[config.mk]
export PLATFORM = sky130hd
export DESIGN_NAME = regcmd_engine
export DESIGN_NICKNAME = d
export VERILOG_FILES = /design/src/rtl/regcmd_pkg.sv /design/src/rtl/regcmd_sel_dec.sv /design/src/rtl/regcmd_wbuf.sv /design/src/rtl/regcmd_rx.sv /design/src/rtl/regcmd_engine.sv
export SDC_FILE = /design/constraint.sdc
export NUM_CORES = 1
export LEC_CHECK = 0
export BUFFER_PORTS_ARGS = -buffer_cell sky130_fd_sc_hd__clkbuf_2
export CAP_MARGIN = 25
export CORE_ASPECT_RATIO = 1.1
export CORE_UTILIZATION = 45
export DETAILED_ROUTE_END_ITERATION = 16
export GPL_ROUTABILITY_DRIVEN = 0
export GPL_TIMING_DRIVEN = 0
export PLACE_DENSITY_LB_ADDON = 0.15
export SLEW_MARGIN = 40
export SYNTH_ARGS = -nofsm -noshare
export SYNTH_HDL_FRONTEND = slang
export SYNTH_SLANG_ARGS = --single-unit
[constraint.sdc]
create_clock -name clk -period 5.2 [get_ports clk]
set_input_delay 1.04 -clock clk [delete_from_list [all_inputs] [get_ports clk]]
set_output_delay 1.04 -clock clk [all_outputs]
set_load 0.05 [all_outputs]
[src/rtl/regcmd_pkg.sv]
package regcmd_pkg;
   localparam int WORD_W = 32;

   localparam logic [WORD_W-1:0] OPC_WR_ONE  = 32'd1;
   localparam logic [WORD_W-1:0] OPC_WR_SEQ  = 32'd2;
   localparam logic [WORD_W-1:0] OPC_RD_ONE  = 32'd3;
   localparam logic [WORD_W-1:0] OPC_RD_SEQ  = 32'd4;
   localparam logic [WORD_W-1:0] OPC_WR_ALL  = 32'd5;

   localparam int FLG_CHECK = 0;
   localparam int FLG_CODE  = 1;
   localparam int FLG_COUNT = 2;
   localparam int FLG_SHORT = 3;

   typedef enum logic [3:0] {
      S_RX, S_CALC, S_WR, S_ID, S_STAT, S_RDI, S_RDW, S_RDH, S_TRL
   } eng_state_t;
endpackage

[src/rtl/regcmd_sel_dec.sv]
module regcmd_sel_dec #(
   parameter int SEL_W = 2,
   localparam int NT = 1 << SEL_W
) (
   input  logic [SEL_W-1:0] field,
   input  logic             all_en,
   output logic [NT-1:0]    sel
);
   for (genvar g = 0; g < NT; g++) begin : g_tgt
      assign sel[g] = all_en || (field == SEL_W'(g));
   end
endmodule

[src/rtl/regcmd_wbuf.sv]
module regcmd_wbuf #(
   parameter int DEPTH = 8,
   parameter int PTR_W = 3,
   parameter int W     = 32
) (
   input  logic             clk,
   input  logic             rst_n,
   input  logic             we,
   input  logic [PTR_W-1:0] wptr,
   input  logic [W-1:0]     wdata,
   input  logic [PTR_W-1:0] rptr,
   output logic [W-1:0]     rdata
);
   logic [W-1:0] mem [DEPTH];

   always_ff @(posedge clk) begin
      if (we) mem[wptr] <= wdata;
   end
   assign rdata = mem[rptr];

   p_wptr_range_r8: assert property (@(posedge clk) disable iff (!rst_n)
      we |-> (int'(wptr) < DEPTH));
endmodule

[src/rtl/regcmd_rx.sv]
module regcmd_rx
   import regcmd_pkg::*;
#(
   parameter int MAX_BURST = 8,
   parameter int CNT_W = 4,
   parameter int PTR_W = 3
) (
   input  logic              clk,
   input  logic              rst_n,
   input  logic              acc,
   input  logic [WORD_W-1:0] in_data,
   input  logic              in_last,
   output logic              pkt_end,
   output logic [WORD_W-1:0] hdr_id,
   output logic [WORD_W-1:0] hdr_op,
   output logic [WORD_W-1:0] hdr_addr,
   output logic [WORD_W-1:0] hdr_cnt,
   output logic [CNT_W-1:0]  nd,
   output logic              chk_err,
   output logic              short_err,
   output logic              wb_we,
   output logic [PTR_W-1:0]  wb_ptr,
   output logic [WORD_W-1:0] wb_data
);
   logic [2:0]        pos;
   logic [WORD_W-1:0] xacc;

   assign pkt_end = acc && in_last;
   assign wb_we   = acc && !in_last && (pos == 3'd4) && (nd < CNT_W'(MAX_BURST));
   assign wb_ptr  = nd[PTR_W-1:0];
   assign wb_data = in_data;

   always_ff @(posedge clk) begin
      if (!rst_n) begin
         pos       <= '0;
         xacc      <= '0;
         nd        <= '0;
         hdr_id    <= '0;
         hdr_op    <= '0;
         hdr_addr  <= '0;
         hdr_cnt   <= '0;
         chk_err   <= 1'b0;
         short_err <= 1'b0;
      end else if (acc) begin
         unique case (pos)
            3'd0: begin hdr_id <= in_data; nd <= '0; end
            3'd1: hdr_op   <= in_data;
            3'd2: hdr_addr <= in_data;
            3'd3: hdr_cnt  <= in_data;
            default: if (wb_we) nd <= nd + 1'b1;
         endcase
         if (in_last) begin
            pos       <= '0;
            xacc      <= '0;
            chk_err   <= (pos == 3'd4) && (xacc != in_data);
            short_err <= (pos != 3'd4);
         end else begin
            pos  <= (pos == 3'd4) ? 3'd4 : pos + 3'd1;
            xacc <= xacc ^ in_data;
         end
      end
   end

   p_nd_bound_r3: assert property (@(posedge clk) disable iff (!rst_n)
      nd <= CNT_W'(MAX_BURST));
endmodule

[src/rtl/regcmd_engine.sv]
module regcmd_engine
   import regcmd_pkg::*;
#(
   parameter int SEL_W     = 2,
   parameter int MAX_BURST = 8,
   localparam int NUM_TGT  = 1 << SEL_W,
   localparam int IDX_W    = WORD_W - SEL_W
) (
   input  logic               clk,
   input  logic               rst_n,
   input  logic               in_valid,
   output logic               in_ready,
   input  logic [WORD_W-1:0]  in_data,
   input  logic               in_last,
   output logic               out_valid,
   input  logic               out_ready,
   output logic [WORD_W-1:0]  out_data,
   output logic               out_last,
   output logic [NUM_TGT-1:0] bus_sel,
   output logic [IDX_W-1:0]   bus_idx,
   output logic [WORD_W-1:0]  bus_wdata,
   output logic               bus_we,
   output logic               bus_re,
   input  logic [WORD_W-1:0]  bus_rdata
);
   localparam int CNT_W = $clog2(MAX_BURST + 1);
   localparam int PTR_W = (MAX_BURST > 1) ? $clog2(MAX_BURST) : 1;

   if (SEL_W < 1 || SEL_W > 8) begin : g_bad_sel
      $error("SEL_W out of range");
   end
   if (MAX_BURST < 1 || MAX_BURST > 4096) begin : g_bad_burst
      $error("MAX_BURST out of range");
   end

   eng_state_t        st;
   logic              acc, pkt_end, chk_err, short_err, wb_we;
   logic [WORD_W-1:0] hdr_id, hdr_op, hdr_addr, hdr_cnt, wb_data, buf_q;
   logic [CNT_W-1:0]  nd;
   logic [PTR_W-1:0]  wb_ptr;

   assign in_ready = (st == S_RX);
   assign acc      = in_valid && in_ready;

   regcmd_rx #(.MAX_BURST(MAX_BURST), .CNT_W(CNT_W), .PTR_W(PTR_W)) u_rx (
      .clk(clk), .rst_n(rst_n), .acc(acc), .in_data(in_data), .in_last(in_last),
      .pkt_end(pkt_end), .hdr_id(hdr_id), .hdr_op(hdr_op), .hdr_addr(hdr_addr),
      .hdr_cnt(hdr_cnt), .nd(nd), .chk_err(chk_err), .short_err(short_err),
      .wb_we(wb_we), .wb_ptr(wb_ptr), .wb_data(wb_data));

   logic [CNT_W-1:0] dn_q, cnt_q;

   regcmd_wbuf #(.DEPTH(MAX_BURST), .PTR_W(PTR_W), .W(WORD_W)) u_buf (
      .clk(clk), .rst_n(rst_n), .we(wb_we), .wptr(wb_ptr), .wdata(wb_data),
      .rptr(dn_q[PTR_W-1:0]), .rdata(buf_q));

   // operation decode, evaluated in S_CALC
   logic is_wr, is_rd, is_seq, is_all, code_bad, cnt_bad, any_err;
   logic [CNT_W-1:0] cnt_c, plan_cnt;

   always_comb begin
      is_wr = 1'b0; is_rd = 1'b0; is_seq = 1'b0; is_all = 1'b0; code_bad = 1'b0;
      unique case (hdr_op)
         OPC_WR_ONE: is_wr = 1'b1;
         OPC_WR_SEQ: begin is_wr = 1'b1; is_seq = 1'b1; end
         OPC_RD_ONE: is_rd = 1'b1;
         OPC_RD_SEQ: begin is_rd = 1'b1; is_seq = 1'b1; end
         OPC_WR_ALL: begin is_wr = 1'b1; is_seq = 1'b1; is_all = 1'b1; end
         default:    code_bad = 1'b1;
      endcase
      cnt_bad = is_seq && ((hdr_cnt == '0) || (hdr_cnt > WORD_W'(MAX_BURST)));
      any_err = chk_err || short_err || code_bad || cnt_bad;
      cnt_c   = hdr_cnt[CNT_W-1:0];
      if (any_err)               plan_cnt = '0;
      else if (is_wr && !is_seq) plan_cnt = (nd != '0) ? CNT_W'(1) : '0;
      else if (is_wr)            plan_cnt = (nd < cnt_c) ? nd : cnt_c;
      else if (!is_seq)          plan_cnt = CNT_W'(1);
      else                       plan_cnt = cnt_c;
   end

   logic [WORD_W-1:0] status_q, tx_xor, rd_hold;
   logic              err_q, all_q, rd_q;
   logic [SEL_W-1:0]  sel_q;
   logic [IDX_W-1:0]  base_q;
   logic              tx_fire, last_step;

   assign tx_fire   = out_valid && out_ready;
   assign last_step = ((dn_q + 1'b1) == cnt_q);

   always_ff @(posedge clk) begin
      if (!rst_n) begin
         st <= S_RX; dn_q <= '0; cnt_q <= '0; status_q <= '0; tx_xor <= '0;
         rd_hold <= '0; err_q <= 1'b0; all_q <= 1'b0; rd_q <= 1'b0;
         sel_q <= '0; base_q <= '0;
      end else begin
         unique case (st)
            S_RX: if (pkt_end) st <= S_CALC;
            S_CALC: begin
               cnt_q    <= plan_cnt;
               err_q    <= any_err;
               all_q    <= is_all && !any_err;
               rd_q     <= is_rd && !any_err;
               sel_q    <= hdr_addr[WORD_W-1 -: SEL_W];
               base_q   <= hdr_addr[IDX_W-1:0];
               dn_q     <= '0;
               status_q <= {16'(plan_cnt), 12'd0, short_err,
                            cnt_bad && !short_err, code_bad && !short_err,
                            chk_err && !short_err};
               st <= (is_wr && !any_err && plan_cnt != '0) ? S_WR : S_ID;
            end
            S_WR: begin
               dn_q <= last_step ? '0 : dn_q + 1'b1;
               if (last_step) st <= S_ID;
            end
            S_ID: if (tx_fire) begin
               tx_xor <= tx_xor ^ out_data;
               st <= S_STAT;
            end
            S_STAT: if (tx_fire) begin
               tx_xor <= tx_xor ^ out_data;
               st <= (rd_q && cnt_q != '0) ? S_RDI : S_TRL;
            end
            S_RDI: st <= S_RDW;
            S_RDW: begin rd_hold <= bus_rdata; st <= S_RDH; end
            S_RDH: if (tx_fire) begin
               tx_xor <= tx_xor ^ out_data;
               dn_q <= last_step ? '0 : dn_q + 1'b1;
               st <= last_step ? S_TRL : S_RDI;
            end
            S_TRL: if (tx_fire) begin
               tx_xor <= '0;
               st <= S_RX;
            end
            default: st <= S_RX;
         endcase
      end
   end

   regcmd_sel_dec #(.SEL_W(SEL_W)) u_dec (
      .field(sel_q), .all_en(all_q), .sel(bus_sel));

   assign bus_idx   = base_q + IDX_W'(dn_q);
   assign bus_wdata = buf_q;
   assign bus_we    = (st == S_WR);
   assign bus_re    = (st == S_RDI);

   always_comb begin
      out_valid = 1'b1;
      out_last  = 1'b0;
      unique case (st)
         S_ID:    out_data = hdr_id;
         S_STAT:  out_data = status_q;
         S_RDH:   out_data = rd_hold;
         S_TRL:   begin out_data = tx_xor; out_last = 1'b1; end
         default: begin out_data = '0; out_valid = 1'b0; end
      endcase
   end

   p_rx_quiet_r1: assert property (@(posedge clk) disable iff (!rst_n)
      in_ready |-> !out_valid && !bus_we && !bus_re);
   p_bcast_all_r5: assert property (@(posedge clk) disable iff (!rst_n)
      (bus_we && all_q) |-> (&bus_sel));
   p_err_no_bus_r6: assert property (@(posedge clk) disable iff (!rst_n)
      (bus_we || bus_re) |-> !err_q);
   p_last_valid_r9: assert property (@(posedge clk) disable iff (!rst_n)
      out_last |-> out_valid);
   p_sel_one_r10: assert property (@(posedge clk) disable iff (!rst_n)
      ((bus_we || bus_re) && !all_q) |-> ($countones(bus_sel) == 1));
   p_hold_r13: assert property (@(posedge clk) disable iff (!rst_n)
      (out_valid && !out_ready) |=> (out_valid && $stable(out_data)));
endmodule

==> results_dict.tcl, run 1 <==
set metrics [dict create \
    cts-root-buf "clkbuf_16" \
    cts_buffer_depth 3 \
    critPathKind "register to primary output" \
    layout_common_cells "nand2_1 (518), dfxtp_1 (286), edfxtp_1 (256), a21oi_1 (244), clkbuf_2 (173)" \
    avgSynthCellArea_sq_um 10.8 \
    io_buffers 171 \
    area_delta_synth_final_pct 17.5 \
    p_int_mw 7.30 \
    cts_sinks 542 \
    cts_tree "built" \
    pwr-share-seq 0.466 \
    fillers 4330 \
    wire_per_inst_um 20.9 \
    syn_area_sq_um 22500 \
    placed_cells 2930 \
    ant_nets 0 \
    reg2reg_from "st[3]$_SDFFE_PN0P_" \
    start_util 0.458 \
    htreeDepth 2 \
    crit_required_ns 4.16 \
    arrival_ns 3.38 \
    min_period_over_period 0.850 \
    finalMaxSlewViolations 0 \
    hold_path.class "register to register" \
    pwr-share-comb 0.129 \
    synth_cells 2081 \
    swShare 0.267 \
    endpoint_kind "primary output" \
    max_slew_margin 0.471 \
    cts_buffers 54 \
    syn-num-nets 2166 \
    avgViaCountPerCell 5.51 \
    drc 0 \
    min-delay-start "rd_hold[22]$_SDFFE_PN0P_" \
    synth.distinct_cells 72 \
    die_area_sq_um 50900 \
    grt_max_degree 17 \
    fin_nets 2419 \
    period_needed_ns 4.42 \
    design_area_sq_um 26500 \
    die_w_um 215 \
    vias 16700 \
    clkTransAtPathRegs_ns 0.06 \
    drt_iter0_drc 1273 \
    io_pins 172 \
    grt_pass1_vias 16100 \
    fin_tns_setup_ns 0 \
    yosys-top-cells-area "edfxtp_1 (34%), dfxtp_1 (25%), nand2_1 (8.6%)" \
    p_sw_mw 2.66 \
    post_cts_resize_count 0 \
    clk_latency_ns 0.63 \
    die_h_um 237 \
    yosysTopAreaCell "edfxtp_1" \
    yosysSeqAreaShare 0.596 \
    grt-ovfl-total 0 \
    grt_usage 0.246 \
    cap_violations 0 \
    hpwl_um 43300 \
    ys_warn_count 0 \
    holdBufCountCts 0 \
    design.core.area_sq_um 49100 \
    synth-seq-cells 542 \
    worstSetupStartpoint "dn_q[0]$_SDFFE_PN0N_" \
    holdWs_ns 0.454 \
    power.density_nw_per_um2 376 \
    netlist.area_leader.share 0.341 \
    max_freq_mhz 226 \
    async_reset_ff_frac 0 \
    yosys_most_used_dff "dfxtp_1" \
    rsz0062_at_grt "no" \
    synth_edf_count 256 \
    grt_pass1_wl_um 95400 \
    tightestPinTransition_ns 0.793 \
    cts_setup_buffers 0 \
    final_layout_size_suffix_gt1_frac 0.186 \
    ir_drop_mv 0.264 \
    final_cell_count_no_fill 3031 \
    critPathMaxFanout 8 \
    grt_antenna_before_repair 0 \
    fin_skew_ns 0.0300 \
    row_count 85 \
    drt-total-wl_um 63500 \
    setup_viol 0 \
    p_clk_frac 0.406 \
    critPathLaunchType "register" \
    fin_util 0.538 \
    leakagePower_nw 9.19 \
    final-hold-violation-count 0 \
    placed_cell_area_sq_um 24600 \
    layout.cells.most_common "nand2_1" \
    status "finished, final reports clean" \
    dr.pass1.iters 5 \
]
-- cell usage after synthesis (12+ instances only) --
library cell and n:
clkbuf_1 93, nand3_1 25, or3_1 12, xor2_1 41
nor2_1 106, mux2_2 33, dfxtp_1 286, mux4_2 64
a21oi_1 244, inv_1 30, a22oi_1 41, nor4_1 19
nand2b_1 33, o21ai_0 37, nor2b_1 22, nor3_1 15
xnor2_1 29, nand2_1 518, ha_1 15, buf_2 34
edfxtp_1 256
-- cell type report --
type                            count  area [sq um]  area share
Antenna cell                        1          2.50   0.0000946
Buffer                            137           589      0.0223
Clock buffer                       79          1530      0.0577
Clock inverter                     21           320      0.0121
Inverter                           31           116     0.00440
Multi-Input combinational cell   1371          8470       0.320
Sequential cell                   542         13400       0.507
Tap cell                          652           816      0.0308
Timing Repair Buffer              197          1200      0.0455
-- metrics by stage --
| step | total power, mW | setup WS, ns |
|---|---|---|
| finish | 9.95 | 0.780 |
| global route | 10.3 | 0.563 |
| CTS | 10.0 | 0.764 |
| detailed placement | 6.00 | 1.46 |
| global placement | 5.97 | -1.77 |
| floorplan | 5.58 | 0.671 |
-- critical path: stages (launching register included) --
cell	delay, ns
dfxtp_1	0.45
ha_1	0.21
inv_1	0.05
fa_1	0.40
inv_1	0.08
a21o_1	0.12
a21oi_1	0.19
nor3_2	0.51
nand3_1	0.17
xnor2_1	0.26
clkbuf_2	0.33
-- state kept, by name, indices dropped and copies added (netlist names), named ones only --
register,flops
u_rx.hdr_cnt,32
u_rx.xacc,32
u_rx.nd,4
cnt_q,4
u_rx.pos,3
dn_q,4
u_rx.hdr_id,32
rd_q,1
u_rx.chk_err,1
all_q,1
u_rx.hdr_op,32
status_q,4
sel_q,2
st,4
base_q,30
u_rx.short_err,1
rd_hold,32
tx_xor,32
u_buf.mem,256
u_rx.hdr_addr,32
-- per-layer routing --
metal | global-route usage | wire [um]
met1 | 0.333 | 27800
met2 | 0.410 | 30300
met3 | 0.0398 | 3900
met4 | 0.0625 | 1420
met5 | 0 | 0
-- final timing paths --
kind                                endpoint  slack (ns)  depth (start not counted)
setup / recovery                 bus_idx[28]        0.78                         10
hold / removal      rd_hold[22]$_SDFFE_PN0P_        0.45                          2
setup reg to reg  u_buf.mem[0][26]$_DFFE_PP_        1.96                          8
hold reg to reg     rd_hold[22]$_SDFFE_PN0P_        0.45                          2
-- cells by family after synthesis --
| kind of cell | Yosys count | synth area share |
|---|---|---|
| buf+inv | 168 | 0.0312 |
| xor+xnor | 70 | 0.0272 |
| flops | 542 | 0.596 |
| fa+ha+maj | 16 | 0.00922 |
| simple gates | 801 | 0.156 |
| compound gates | 381 | 0.0980 |
| mux | 103 | 0.0832 |
-- power groups by stage --
stage	registers, mW	logic (mW)	clock network (mW)
floorplan	4.70	0.874	0
global placement	4.72	1.25	0
detailed placement	4.72	1.27	0
CTS	4.63	1.28	4.10
global route	4.64	1.39	4.26
finish	4.64	1.28	4.04
No activity file was read; power rests on OpenSTA's default activity.
==> run 2: changes to the inputs <==
--- a/config.mk
+++ b/config.mk
@@ -12,7 +12,6 @@
 export DETAILED_ROUTE_END_ITERATION = 16
 export GPL_ROUTABILITY_DRIVEN = 0
 export GPL_TIMING_DRIVEN = 0
-export PLACE_DENSITY_LB_ADDON = 0.15
 export SLEW_MARGIN = 40
 export SYNTH_ARGS = -nofsm -noshare
 export SYNTH_HDL_FRONTEND = slang
==> run 2 against run 1 <==
Compared with the run above: sequential power about the same; power decreased by 1.2%; global-route usage increased by 0.12 points; clock skew decreased by 0.016 ns; flip-flop and latch count unchanged; die area unchanged; non-clock buffer count decreased by 2; critical path type unchanged; critical endpoint unchanged; highest routed layer unchanged.
==> results_dict.tcl, run 2 (synthesized netlist as in run 1, its figures left out) <==
set metrics [dict create \
    cts-root-buf "clkbuf_16" \
    layout_common_cells "nand2_1 (518), dfxtp_1 (286), edfxtp_1 (256), a21oi_1 (244), clkbuf_2 (173)" \
    grt_max_degree 16 \
    drt_iter0_drc 1274 \
    diodes 0 \
    period_needed_ns 4.49 \
    top_register "u_buf.mem" \
    grt_pass1_vias 16100 \
    arrival_ns 3.45 \
    layout.cells.most_common "nand2_1" \
    tightestPinTransition_ns 0.785 \
    setup_viol 0 \
    fin_nets 2416 \
    io_buffers 171 \
    drt-total-wl_um 63100 \
    cap_violations 0 \
    leakagePower_nw 9.19 \
    fin_skew_ns 0.0142 \
    area_delta_synth_final_pct 17.4 \
    grt_antenna_before_repair 2 \
    drc 0 \
    rsz0062_at_grt "no" \
    row_count 85 \
    critPathKind "register to primary output" \
    final-hold-violation-count 0 \
    holdBufCountCts 0 \
    critPathLaunchType "register" \
    dr.pass1.iters 5 \
    cts_sinks 542 \
    power.density_nw_per_um2 372 \
    avgViaCountPerCell 5.51 \
    clkTransAtPathRegs_ns 0.06 \
    hpwl_um 43300 \
    swShare 0.267 \
    hold_path.class "register to register" \
    grt_usage 0.247 \
    cts_buffer_depth 3 \
    design.core.area_sq_um 49100 \
    grt-ovfl-total 0 \
    largest_reg_flops 256 \
    crit_required_ns 4.16 \
    die_w_um 215 \
    max_freq_mhz 222 \
    cts_tree "built" \
    critPathMaxFanout 8 \
    finalMaxSlewViolations 0 \
    fin_util 0.538 \
    cts_buffers 53 \
    p_clk_frac 0.399 \
    status "finished, final reports clean" \
    endpoint_kind "primary output" \
    power_mw 9.84 \
    final_layout_size_suffix_gt1_frac 0.184 \
    p_sw_mw 2.63 \
    pwr-share-seq 0.471 \
    pwr-share-comb 0.130 \
    io_pins 172 \
    final_cell_count_no_fill 3027 \
    die_area_sq_um 50900 \
    clk_latency_ns 0.61 \
    start_util 0.458 \
    grt_pass1_wl_um 95300 \
    die_h_um 237 \
    placed_cells 2928 \
    vias 16700 \
    p_int_mw 7.21 \
    ant_nets 0 \
    min_period_over_period 0.864 \
    cts_setup_buffers 0 \
    wire_per_inst_um 20.8 \
    max_slew_margin 0.477 \
    post_cts_resize_count 0 \
    htreeDepth 2 \
    ir_drop_mv 0.246 \
]
[run 2: changes by cell type in the layout (fill, tap and decap cells not counted), moves of 2 or more]
cell and change:
bufinv_16 -2, buf_16 +3, clkbuf_8 +3, clkinvlp_4 -3
buf_8 -3, buf_4 +2, buf_2 -4, clkinv_1 +2
[run 2: stage by stage]
step | hold slack (ns) | cell area [sq um] | setup TNS (ns) | setup slack (ns)
floorplan | 0.432 | 22500 | 0 | 0.671
global placement | 0.442 | 24200 | -102.80 | -1.67
detailed placement | 0.446 | 24600 | 0 | 1.39
CTS | 0.456 | 26400 | 0 | 0.708
global route | 0.473 | 26400 | 0 | 0.473
finish | 0.451 | 26400 | 0 | 0.706
[run 2: layer usage]
layer | GRT usage | vias to the layer above | part of all wire | wire, um
li1 | - | 7834 | - | -
met1 | 0.336 | 8179 | 0.43 | 27200
met2 | 0.399 | 569 | 0.47 | 29600
met3 | 0.0461 | 99 | 0.069 | 4380
met4 | 0.0799 | 0 | 0.031 | 1920
met5 | 0 | - | 0 | 0
[run 2: final timing paths]
kind / slack [ns] / to / startpoint / cells past startpoint
max: 0.71 / bus_idx[28] / dn_q[0]$_SDFFE_PN0N_ / 10
min: 0.45 / sel_q[1]$_SDFFE_PN0P_ / u_rx.hdr_addr[31]$_SDFFE_PN0P_ / 2
max reg2reg: 2.07 / u_buf.mem[0][22]$_DFFE_PP_ / st[3]$_SDFFE_PN0P_ / 8
min reg2reg: 0.45 / sel_q[1]$_SDFFE_PN0P_ / u_rx.hdr_addr[31]$_SDFFE_PN0P_ / 2
[run 2: worst max-delay path: stages, from the launching register on]
cell and delay (ns):
dfxtp_1 0.45, ha_1 0.22, inv_1 0.06, fa_1 0.41, inv_1 0.08, a21o_1 0.12
a21oi_1 0.19, nor3_2 0.50, nand3_1 0.17, xnor2_1 0.29, clkbuf_2 0.34
[run 2: area by class of cell]
type	instances	area (sq um)
fill	4315	22700
clock buffer	80	1540
buffer	137	589
tap	652	816
multi-input combinational	1371	8470
timing repair buffer	195	1240
sequential	542	13400
inverter	31	116
clock inverter	19	254
[run 2: power groups by stage]
| stage | clock network (mW) | logic, mW | registers [mW] |
|---|---|---|---|
| CTS | 4.00 | 1.28 | 4.63 |
| global route | 4.16 | 1.38 | 4.65 |
| floorplan | 0 | 0.874 | 4.70 |
| finish | 3.92 | 1.28 | 4.64 |
| global placement | 0 | 1.26 | 4.72 |
| detailed placement | 0 | 1.28 | 4.72 |
